## src/rtl/cpe_pkg.sv

```systemverilog
package cpe_pkg;
  localparam int unsigned NUM_CMD = 3;
  typedef logic [NUM_CMD-1:0] cmd_vec_t;

  // lowest index wins
  function automatic cmd_vec_t pick_first(cmd_vec_t v);
    cmd_vec_t r;
    logic     taken;
    r     = '0;
    taken = 1'b0;
    for (int k = 0; k < NUM_CMD; k++) begin
      if (v[k] && !taken) begin
        r[k]  = 1'b1;
        taken = 1'b1;
      end
    end
    return r;
  endfunction
endpackage

```

## src/rtl/cpe_filter.sv

```systemverilog
module cpe_filter #(
  parameter int unsigned FILT_LEN = 16,
  localparam int unsigned CW = (FILT_LEN > 1) ? $clog2(FILT_LEN) : 1
) (
  input  logic clk_i,
  input  logic rst_ni,
  input  logic raw_i,
  output logic filt_o
);
  logic [CW-1:0] run_q;
  logic          filt_q;

  always_ff @(posedge clk_i or negedge rst_ni) begin
    if (!rst_ni) begin
      run_q  <= '0;
      filt_q <= 1'b0;
    end else if (!raw_i) begin
      run_q  <= '0;
      filt_q <= 1'b0;
    end else if (!filt_q) begin
      if (run_q == CW'(FILT_LEN - 1)) filt_q <= 1'b1;
      else                            run_q  <= run_q + 1'b1;
    end
  end

  assign filt_o = filt_q;
endmodule

```

## src/rtl/cpe_prio.sv

```systemverilog
module cpe_prio
  import cpe_pkg::*;
(
  input  cmd_vec_t filt_i,
  output cmd_vec_t grant_o
);
  assign grant_o = pick_first(filt_i);
endmodule

```

## src/rtl/cpe_divider.sv

```systemverilog
module cpe_divider
  import cpe_pkg::*;
#(
  parameter int unsigned CNT_W = 6,
  parameter int unsigned DIV_TAB [NUM_CMD] = '{8, 16, 32}
) (
  input  logic             clk_i,
  input  logic             rst_ni,
  input  cmd_vec_t         grant_i,
  output cmd_vec_t         cur_o,
  output logic             line_o,
  output logic [CNT_W-1:0] cnt_o
);
  cmd_vec_t         cur_q;
  logic [CNT_W-1:0] cnt_q, cnt_nx;
  logic             line_q, line_nx;
  logic [CNT_W:0]   div_cur;

  always_comb begin
    div_cur = '0;
    for (int k = 0; k < NUM_CMD; k++) begin
      if (cur_q[k]) div_cur = (CNT_W + 1)'(DIV_TAB[k]);
    end
  end

  always_comb begin
    if (({1'b0, cnt_q} + 1'b1) == div_cur) cnt_nx = '0;
    else                                   cnt_nx = cnt_q + 1'b1;
    line_nx = ({1'b0, cnt_nx} >= (div_cur >> 1));
  end

  always_ff @(posedge clk_i or negedge rst_ni) begin
    if (!rst_ni) begin
      cur_q  <= '0;
      cnt_q  <= '0;
      line_q <= 1'b0;
    end else if (grant_i != cur_q) begin
      // drop any partial pulse of the old command
      cur_q  <= grant_i;
      cnt_q  <= '0;
      line_q <= 1'b0;
    end else if (|cur_q) begin
      cnt_q  <= cnt_nx;
      line_q <= line_nx;
    end else begin
      cnt_q  <= '0;
      line_q <= 1'b0;
    end
  end

  assign cur_o  = cur_q;
  assign line_o = line_q;
  assign cnt_o  = cnt_q;
endmodule

```

## src/rtl/cmd_pulse_enc.sv

```systemverilog
module cmd_pulse_enc
  import cpe_pkg::*;
#(
  parameter int unsigned FILT_LEN = 16,
  parameter int unsigned CNT_W    = 6,
  parameter int unsigned DIV_TAB [NUM_CMD] = '{8, 16, 32}
) (
  input  logic               clk_i,
  input  logic               rst_ni,
  input  logic [NUM_CMD-1:0] req_i,
  output logic               line_o,
  output logic [CNT_W-1:0]   cnt_o
);
  cmd_vec_t filt;
  cmd_vec_t grant;
  cmd_vec_t cur;

  for (genvar i = 0; i < NUM_CMD; i++) begin : g_filt
    cpe_filter #(.FILT_LEN(FILT_LEN)) u_filt (
      .clk_i  (clk_i),
      .rst_ni (rst_ni),
      .raw_i  (req_i[i]),
      .filt_o (filt[i])
    );
  end

  cpe_prio u_prio (
    .filt_i  (filt),
    .grant_o (grant)
  );

  cpe_divider #(.CNT_W(CNT_W), .DIV_TAB(DIV_TAB)) u_div (
    .clk_i   (clk_i),
    .rst_ni  (rst_ni),
    .grant_i (grant),
    .cur_o   (cur),
    .line_o  (line_o),
    .cnt_o   (cnt_o)
  );
endmodule

```

## config.mk

```make
export PLATFORM = sky130hd
export DESIGN_NAME = cmd_pulse_enc
export DESIGN_NICKNAME = d
export VERILOG_FILES = /design/src/rtl/cpe_pkg.sv /design/src/rtl/cpe_filter.sv /design/src/rtl/cpe_prio.sv /design/src/rtl/cpe_divider.sv /design/src/rtl/cmd_pulse_enc.sv
export SDC_FILE = /design/constraint.sdc
export NUM_CORES = 1
export LEC_CHECK = 0
export BUFFER_PORTS_ARGS = -buffer_cell sky130_fd_sc_hd__buf_4
export CORE_MARGIN = 4
export CORE_UTILIZATION = 30
export CTS_CLUSTER_DIAMETER = 120
export DETAILED_ROUTE_END_ITERATION = 10
export GPL_ROUTABILITY_DRIVEN = 0
export PLACE_DENSITY = 0.5
export SLEW_MARGIN = 10
export SYNTH_ARGS = -nofsm -noshare
export SYNTH_HDL_FRONTEND = slang
export SYNTH_SLANG_ARGS = --single-unit
```

## constraint.sdc

```tcl
create_clock -name clk_i -period 2.5 [get_ports clk_i]
set_input_delay 0.75 -clock clk_i [delete_from_list [all_inputs] [get_ports clk_i]]
set_output_delay 0.75 -clock clk_i [all_outputs]
set_load 0.01 [all_outputs]
```

==> results of run 1 <==
==> sequential cells by signal, summed over array words and instances, names as in the netlist <==
| signal | cells |
|---|---|
| g_filt.u_filt.run_q | 12 |
| u_div.cnt_o | 6 |
| u_div.line_o | 1 |
| u_div.cur_o | 3 |
| g_filt.u_filt.filt_o | 3 |
==> per-layer routing <==
layer	vias to the layer above	routed length [um]	global-route usage (%)
met4	0	38	3.75
li1	438	-	-
met3	6	120	1.87
met5	-	0	0
met2	16	1020	14.4
met1	426	1070	11.8
==> stage by stage <==
step | hold slack [ps] | total power [mW] | std cells | instance area (um2)
2_1_floorplan | 454 | 0.460 | 117 | 1350
3_3_place_gp | 508 | 0.478 | 178 | 1480
3_5_place_dp | 524 | 0.482 | 178 | 1480
4_1_cts | 374 | 0.724 | 182 | 1530
5_1_grt | 386 | 0.746 | 182 | 1530
6_report | 366 | 0.709 | 182 | 1530
==> power groups by stage <==
stage          Combinational (mW)  Sequential (mW)  Clock [mW]
2_1_floorplan              0.0264            0.433           0
3_3_place_gp               0.0428            0.435           0
3_5_place_dp               0.0462            0.436           0
4_1_cts                    0.0464            0.428       0.250
5_1_grt                    0.0524            0.429       0.264
6_report                   0.0446            0.427       0.237
==> cells in the final DEF, fill, tap and decap left out, drive strengths merged, types with 2 or more instances in the layout <==
master / count
a211oi: 4
clkbuf: 3
mux2i: 3
nor3b: 2
buf: 11
nand2: 3
dfrtp: 25
xor2: 6
nand4: 4
nand3: 4
inv: 3
and2: 10
a21oi: 3
a31oi: 3
o21ai: 2
nor2b: 8
xnor2: 9
nor2: 3
or3: 2
ha: 8
==> final cells by class <==
type                       count  area, um2
clock inverter                 1       5.00
timing repair buffer          11       82.6
clock buffer                   3       41.3
multi-input combinational     87        699
fill                         424       2820
tap                           52       65.1
inverter                       3       11.3
sequential                    25        626
==> worst paths after layout <==
check | startpoint | to | slack [ps] | depth (start not counted)
max reg2reg | u_div.cur_o[2] | u_div.line_o | 270 | 8
max in group asynchronous | rst_ni | u_div.cnt_o[4] | 1880 | 1
min | rst_ni | g_filt[2].u_filt.run_q[2] | 370 | 1
min in group clk_i | g_filt[1].u_filt.filt_o | u_div.cur_o[2] | 530 | 1
max | u_div.cur_o[2] | u_div.line_o | 270 | 8
min reg2reg | g_filt[1].u_filt.filt_o | u_div.cur_o[2] | 530 | 1
==> cell families after synthesis <==
logic type	share of synthesized area, %
AO/OA/AOI/OAI	9.12
XOR/XNOR	11.5
adder cells (fa/ha/maj)	7.44
buffers and inverters	1.49
flip-flops	46.5
multiplexers	2.23
AND/OR/NAND/NOR	21.7
==> flow_metrics.py, run 1 <==
metrics = {
    "global_routing": {
        "overflow": 0,
        "grt_pass1_wl_um": 3930,
        "antenna_found_initial": 0,
        "grt_usage_pct": 8.98,
        "first_global_vias": 906,
        "grt_max_degree": 26,
    },
    "cts": {
        "clkTransAtPathRegs_ps": 90,
        "holdBufCountCts": 0,
        "clock_sink_count": 25,
        "cts_buffers": 3,
        "clk_path_buf_depth": 2,
        "cts_root_buf": "clkbuf_8",
        "worstSkewPairLatency_ps": 270,
        "post_cts_buffers": 0,
        "h-tree-depth": 1,
        "post_cts_resized": 0,
        "cts_tree": "built",
    },
    "logic_synthesis": {
        "async_flop_share_pct": 100,
        "synthDistinctLibCells": 36,
        "ys_seq_area_share_pct": 46.5,
        "synth_most_common_cell": "dfrtp_1",
        "synthesis.nets": 130,
        "syn_area_per_cell_um2": 11.5,
        "netlist_area_um2": 1350,
        "synthTopCellsByArea": "dfrtp_1, ha_1, xnor2_1",
        "synth_area_leader_cell": "dfrtp_1",
        "synth-seq-cells": 25,
        "yosys_warnings": 0,
        "synth_top_area_share_pct": 46.5,
        "postSynth.topFlopCell": "dfrtp_1",
        "synth_edf_count": 0,
        "netlist_instances": 117,
        "synth.top_cells.by_count": "dfrtp_1, and2_1, xnor2_1, ha_1, nor2b_1",
    },
    "worst_setup_path": {
        "arrival_ps": 2360,
        "path_cells": "nor3b_4 > xor3_1 > nor4b_4 > a21oi_1 > ha_1 > a21o_1 > a21oi_1 > o22ai_1",
        "crit_buf_inv": 0,
        "required_ps": 2640,
        "crit_path_max_fanout": 8,
        "crit_type": "reg2reg",
        "slowest_stage": "dfrtp_1",
        "slowest_delay_ps": 490,
        "cpMostUsedCell": "a21oi_1",
        "cp_top_family": "simple AND/OR/NAND/NOR gates",
        "worst_setup_path_end_kind": "register",
        "critPathLaunchType": "register",
    },
    "final_layout": {
        "layout-drive-gt1-share_pct": 16.9,
        "syn2layout_area_growth_pct": 13.8,
        "fin_nets": 144,
        "fin_util_pct": 35.1,
        "antenna_cells": 0,
    },
    "detailed_routing": {
        "route.detailed.drc": 0,
        "ant_nets": 0,
        "wl_per_cell_um": 12.3,
        "drt_pass1_iterations": 4,
        "first_iter_violations": 44,
        "dr_total_vias": 886,
        "wl_um": 2240,
        "viasPerCell": 4.87,
    },
    "sta": {
        "period_share_pct": 89.1,
        "fin_crit_ps": 2230,
        "setup_viol": 0,
        "worst_pin_slew_ps": 502,
        "finalSetupTns_ps": 0,
        "rsz0062_at_grt": "false",
        "hold_viol_final": 0,
        "fin_skew_ps": 6.31,
        "maxSlewViolCount": 0,
        "relSlewSlack_pct": 66.4,
        "setup_ws_ps": 273,
        "fmax_mhz": 449,
    },
    "hold_path": {
        "hold_path.class": "in2async",
    },
    "floorplan": {
        "io_pins": 12,
        "start_util_pct": 30.9,
        "std_cell_rows": 24,
        "coreArea_um2": 4350,
        "die_w_um": 75.0,
        "die_area_um2": 5620,
        "die_h_um": 75.0,
    },
    "placed_design": {
        "dp_hpwl_um": 1690,
        "pre_cts_ws_ps": 267,
        "portBuffers": 11,
    },
    "power": {
        "leakagePower_nw": 0.693,
        "swShare_pct": 22.4,
        "p_switching_mw": 0.159,
        "power_density_nw_per_um2": 464,
        "p_int_mw": 0.550,
        "combPwrFrac_pct": 6.3,
        "power.share.clock_pct": 33.5,
        "p_seq_share_pct": 60.3,
        "max-vdd-ir-drop_uv": 185,
    },
    "run": {
        "maxCapViolCount": 0,
    },
    "run_status": {
        "status": "finished, final reports clean",
    },
}
Power figures use the tool's default switching activity.
==> run 2: changes to the inputs <==
--- a/config.mk
+++ b/config.mk
@@ -11,7 +11,6 @@
 export CTS_CLUSTER_DIAMETER = 120
 export DETAILED_ROUTE_END_ITERATION = 10
 export GPL_ROUTABILITY_DRIVEN = 0
-export PLACE_DENSITY = 0.5
 export SLEW_MARGIN = 10
 export SYNTH_ARGS = -nofsm -noshare
 export SYNTH_HDL_FRONTEND = slang
==> flow_metrics.py, run 2 (synthesis results as in run 1) <==
metrics = {
    "run_status": {
        "status": "finished, final reports clean",
    },
    "floorplan": {
        "io_pins": 12,
        "coreArea_um2": 4350,
        "die_area_um2": 5620,
        "start_util_pct": 30.9,
        "die_h_um": 75.0,
        "std_cell_rows": 24,
        "die_w_um": 75.0,
    },
    "cts": {
        "holdBufCountCts": 0,
        "cts_tree": "built",
        "clk_path_buf_depth": 2,
        "clock_sink_count": 25,
        "h-tree-depth": 1,
        "cts_root_buf": "clkbuf_8",
        "cts_buffers": 3,
        "clkTransAtPathRegs_ps": 90,
        "post_cts_resized": 0,
        "worstSkewPairLatency_ps": 270,
    },
    "sta": {
        "maxSlewViolCount": 0,
        "hold_viol_final": 0,
        "period_share_pct": 89.1,
        "worst_pin_slew_ps": 506,
        "finalSetupTns_ps": 0,
        "rsz0062_at_grt": "false",
        "fin_hold_ws_ps": 368,
        "setup_viol": 0,
        "fmax_mhz": 449,
        "relSlewSlack_pct": 66.1,
        "fin_skew_ps": 4.69,
        "fin_crit_ps": 2230,
    },
    "worst_setup_path": {
        "required_ps": 2640,
        "rr_endpoint": "u_div.line_o",
        "r2r_cells": 8,
        "startpoint": "u_div.cur_o[2]",
        "slowest_stage": "dfrtp_1",
        "cp_top_family": "compound AO/OA/AOI/OAI gates",
        "cpMostUsedCell": "a21oi_1",
        "worst_setup_path_end_kind": "register",
        "slowest_delay_ps": 480,
        "crit_path_max_fanout": 8,
        "r2r-start": "u_div.cur_o[2]",
        "crit_buf_inv": 0,
        "path_depth": 8,
        "critPathLaunchType": "register",
        "path_cells": "nor3b_4 > xor3_1 > nor4b_4 > a21oi_1 > ha_1 > a21o_1 > a21oi_1 > o22ai_1",
        "crit_type": "reg2reg",
        "rrSetupSlack_ps": 270,
        "arrival_ps": 2370,
    },
    "power": {
        "power.share.clock_pct": 33.6,
        "p_switching_mw": 0.160,
        "p_seq_share_pct": 60.2,
        "power_mw": 0.710,
        "swShare_pct": 22.5,
        "p_int_mw": 0.550,
        "combPwrFrac_pct": 6.2,
        "max-vdd-ir-drop_uv": 207,
        "leakagePower_nw": 0.699,
        "power_density_nw_per_um2": 462,
    },
    "final_layout": {
        "fin_util_pct": 35.3,
        "fin_nets": 145,
        "syn2layout_area_growth_pct": 14.3,
        "fin_area_um2": 1540,
        "regMostFlops": "g_filt.u_filt.run_q",
        "layout_commonest_cell": "dfrtp_1",
        "largest_reg_flops": 12,
        "antenna_cells": 0,
        "layout-drive-gt1-share_pct": 17.6,
        "mostFrequentLayoutCells": "dfrtp_1, buf_4, xnor2_1, and2_1",
    },
    "detailed_routing": {
        "drt_pass1_iterations": 4,
        "first_iter_violations": 31,
        "ant_nets": 0,
        "route.detailed.drc": 0,
        "wl_per_cell_um": 13.2,
        "wl_um": 2420,
        "viasPerCell": 4.90,
        "dr_total_vias": 897,
    },
    "global_routing": {
        "grt_pass1_wl_um": 4390,
        "grt_max_degree": 26,
        "first_global_vias": 970,
        "overflow": 0,
        "antenna_found_initial": 0,
        "grt_usage_pct": 10.2,
    },
    "hold_path": {
        "hold_path.class": "in2async",
    },
    "placed_design": {
        "portBuffers": 11,
        "placed_area_um2": 1480,
        "dp_hpwl_um": 1810,
    },
    "run": {
        "maxCapViolCount": 0,
    },
}
run 2: cell types whose count changed in the layout (fill, tap and decap cells not counted), sizes merged:
cell  delta
buf      +1
run 2: worst reg2reg max path: stages, from the launching register on:
cell     delay [ps]
dfrtp_1         480
nor3b_4         290
xor3_1          370
nor4b_4         150
a21oi_1         180
ha_1            250
a21o_1          160
a21oi_1         140
o22ai_1          90
run 2: through the flow:
| step | instances | worst slack, ps |
|---|---|---|
| after floorplan | 117 | 377 |
| after global placement | 178 | 333 |
| after detailed placement | 178 | 213 |
| after CTS | 182 | 194 |
| after global routing | 183 | 94.4 |
| final | 183 | 271 |
run 2: routing by layer:
layer,track usage (%),part of all wire [%],vias to the layer above
met5,0,0,-
met4,5.73,2.4,0
li1,-,-,437
met2,15.4,48,18
met1,13.7,46,434
met3,2.00,4.0,8
run 2: worst max path at each step:
stage | to | slack [ps]
after floorplan | u_div.line_o | 380
after global placement | u_div.line_o | 330
after detailed placement | u_div.line_o | 210
after CTS | u_div.line_o | 190
after global routing | u_div.line_o | 90
final | u_div.line_o | 270
run 2: area by class of cell:
type / count / area, um2
inverter: 3 / 11.3
clock inverter: 1 / 5.00
sequential: 25 / 626
clock buffer: 3 / 41.3
multi-input combinational: 87 / 699
timing repair buffer: 12 / 90.1
tap: 52 / 65.1
fill: 417 / 2820
run 2: power by group through the flow:
stage	combinational [mW]	clock [mW]	sequential [mW]
after floorplan	0.0264	0	0.433
after global placement	0.0430	0	0.435
after detailed placement	0.0459	0	0.435
after CTS	0.0461	0.253	0.428
after global routing	0.0531	0.266	0.430
final	0.0442	0.239	0.427
run 2: timing repair:
action | CTS | global route
endpoints found under the setup margin | 0 | 1
hold endpoints to repair | 0 | 0
setup buffers | 0 | 1
==> run 3: changes to the inputs <==
--- a/config.mk
+++ b/config.mk
@@ -11,6 +11,7 @@
 export CTS_CLUSTER_DIAMETER = 120
 export DETAILED_ROUTE_END_ITERATION = 10
 export GPL_ROUTABILITY_DRIVEN = 0
+export SETUP_SLACK_MARGIN = 0.5
 export SLEW_MARGIN = 10
 export SYNTH_ARGS = -nofsm -noshare
 export SYNTH_HDL_FRONTEND = slang
==> flow_metrics.py, run 3 (synthesis results as in run 1) <==
metrics = {
    "run_status": {
        "status": "finished, final reports clean",
    },
    "worst_setup_path": {
        "arrival_ps": 2220,
        "rr_endpoint": "u_div.line_o",
        "r2r-start": "u_div.cnt_o[3]",
        "crit_path_max_fanout": 6,
        "critPathLaunchType": "register",
        "worst_setup_path_end_kind": "register",
        "rrSetupSlack_ps": 420,
        "endpoint": "u_div.line_o",
        "crit_type": "reg2reg",
        "required_ps": 2640,
        "r2r_cells": 9,
        "startpoint": "u_div.cnt_o[3]",
    },
    "power": {
        "leakagePower_nw": 0.772,
        "swShare_pct": 23.2,
        "p_int_mw": 0.553,
        "power_density_nw_per_um2": 425,
        "p_seq_share_pct": 59.3,
        "p_switching_mw": 0.167,
        "power.share.clock_pct": 34.4,
        "max-vdd-ir-drop_uv": 276,
        "combPwrFrac_pct": 6.2,
    },
    "global_routing": {
        "grt_max_degree": 26,
        "grt_pass1_wl_um": 4540,
        "overflow": 0,
        "first_global_vias": 1019,
        "grt_usage_pct": 10.6,
        "antenna_found_initial": 0,
    },
    "sta": {
        "setup_viol": 0,
        "period_share_pct": 83.1,
        "fmax_mhz": 481,
        "relSlewSlack_pct": 67.5,
        "fin_skew_ps": 13.0,
        "maxSlewViolCount": 0,
        "rsz0062_at_grt": "true",
        "worst_pin_slew_ps": 485,
        "fin_crit_ps": 2080,
        "hold_viol_final": 0,
        "finalSetupTns_ps": 0,
    },
    "cts": {
        "h-tree-depth": 1,
        "cts_tree": "built",
        "holdBufCountCts": 0,
        "clock_sink_count": 25,
        "clkTransAtPathRegs_ps": 100,
        "cts_buffers": 3,
        "clk_path_buf_depth": 2,
        "cts_root_buf": "clkbuf_8",
        "worstSkewPairLatency_ps": 280,
    },
    "detailed_routing": {
        "dr_total_vias": 985,
        "viasPerCell": 5.00,
        "wl_um": 2700,
        "wl_per_cell_um": 13.7,
        "route.detailed.drc": 0,
        "ant_nets": 0,
        "drt_pass1_iterations": 4,
        "first_iter_violations": 57,
    },
    "final_layout": {
        "layout-drive-gt1-share_pct": 34.5,
        "n_fill_cell": 416,
        "regMostFlops": "g_filt.u_filt.run_q",
        "antenna_cells": 0,
        "largest_reg_flops": 12,
        "multiInputGateArea_um2": 742,
        "regArea_um2": 633,
        "instances_no_fill": 197,
        "mostFrequentLayoutCells": "buf_4, dfrtp_1, and2_1, xnor2_1, nor2b_1",
        "syn2layout_area_growth_pct": 26.0,
        "fin_area_um2": 1700,
        "layout_commonest_cell": "buf_4",
        "fin_nets": 159,
    },
    "placed_design": {
        "dp_hpwl_um": 1710,
        "placed_area_um2": 1480,
        "dp_cells": 178,
        "portBuffers": 11,
    },
    "floorplan": {
        "coreArea_um2": 4350,
        "die_h_um": 75.0,
        "io_pins": 12,
        "die_w_um": 75.0,
        "start_util_pct": 30.9,
        "std_cell_rows": 24,
        "die_area_um2": 5620,
    },
    "run": {
        "maxCapViolCount": 0,
    },
    "hold_path": {
        "hold_path.class": "in2async",
    },
}
## run 3: changes by cell type in the layout (fill, tap and decap cells not counted), moves of 2 or more
cell,previous run,this run
dfrtp_1,25,19
a21oi_1,3,1
xor2_2,0,2
xor2_1,6,4
dfrtp_2,0,6
a21oi_2,0,2
buf_4,12,25
## run 3: area by class of cell
type                            instances  area share (%)
Clock buffer                            4            2.66
Inverter                                3           0.664
Multi-Input combinational cell         87            43.8
Sequential cell                        25            37.3
Tap cell                               52            3.84
Timing Repair Buffer                   26            11.7
## run 3: worst min path at each step
stage / startpoint / endpoint / cells after the start
after floorplan: rst_ni / g_filt[0].u_filt.filt_o / 0
after global placement: g_filt[0].u_filt.filt_o / u_div.cur_o[0] / 0
after detailed placement: g_filt[1].u_filt.filt_o / u_div.cur_o[2] / 1
after CTS: rst_ni / u_div.cnt_o[1] / 1
after global routing: rst_ni / u_div.cnt_o[1] / 1
final: rst_ni / u_div.cnt_o[1] / 1
## run 3: routing by layer
| layer | track usage (%) | vias up | part of all wire, % |
|---|---|---|---|
| met1 | 12.8 | 492 | 41 |
| met4 | 2.37 | 0 | 0.48 |
| met3 | 2.94 | 2 | 5.6 |
| met2 | 18.8 | 24 | 53 |
| li1 | - | 467 | - |
| met5 | 0 | - | 0 |
## run 3: timing repair
action / CTS / global route
setup buffers: 13 / 2
pin swaps: 8 / 2
setup endpoints to repair: 1 / 1
gates resized for setup: 10 / 5
## run 3: power groups by stage
stage / sequential [mW] / clock, mW / combinational [mW]
finish: 0.427 / 0.248 / 0.0448
global route: 0.429 / 0.269 / 0.0532
CTS: 0.427 / 0.261 / 0.0470
detailed placement: 0.435 / 0 / 0.0468
global placement: 0.435 / 0 / 0.0427
floorplan: 0.433 / 0 / 0.0264
## run 3: metrics by stage
step / total power, mW / hold slack, ps / utilization [%] / setup slack (ps)
after CTS: 0.735 / 367 / 38.0 / 493
after floorplan: 0.460 / 454 / - / 426
after detailed placement: 0.482 / 512 / 34.1 / 280
final: 0.720 / 357 / 38.9 / 422
after global placement: 0.477 / 504 / 34.1 / 316
after global routing: 0.752 / 387 / 38.9 / 286
## run 3: critical path, stage by stage (launching register included)
cell and delay [ps]:
dfrtp_2 470, buf_4 160, nand3_1 90, nand3_2 130, nor4b_4 350, a21oi_2 100, ha_1 280, a21o_1 170
a21oi_2 120, o22ai_1 70
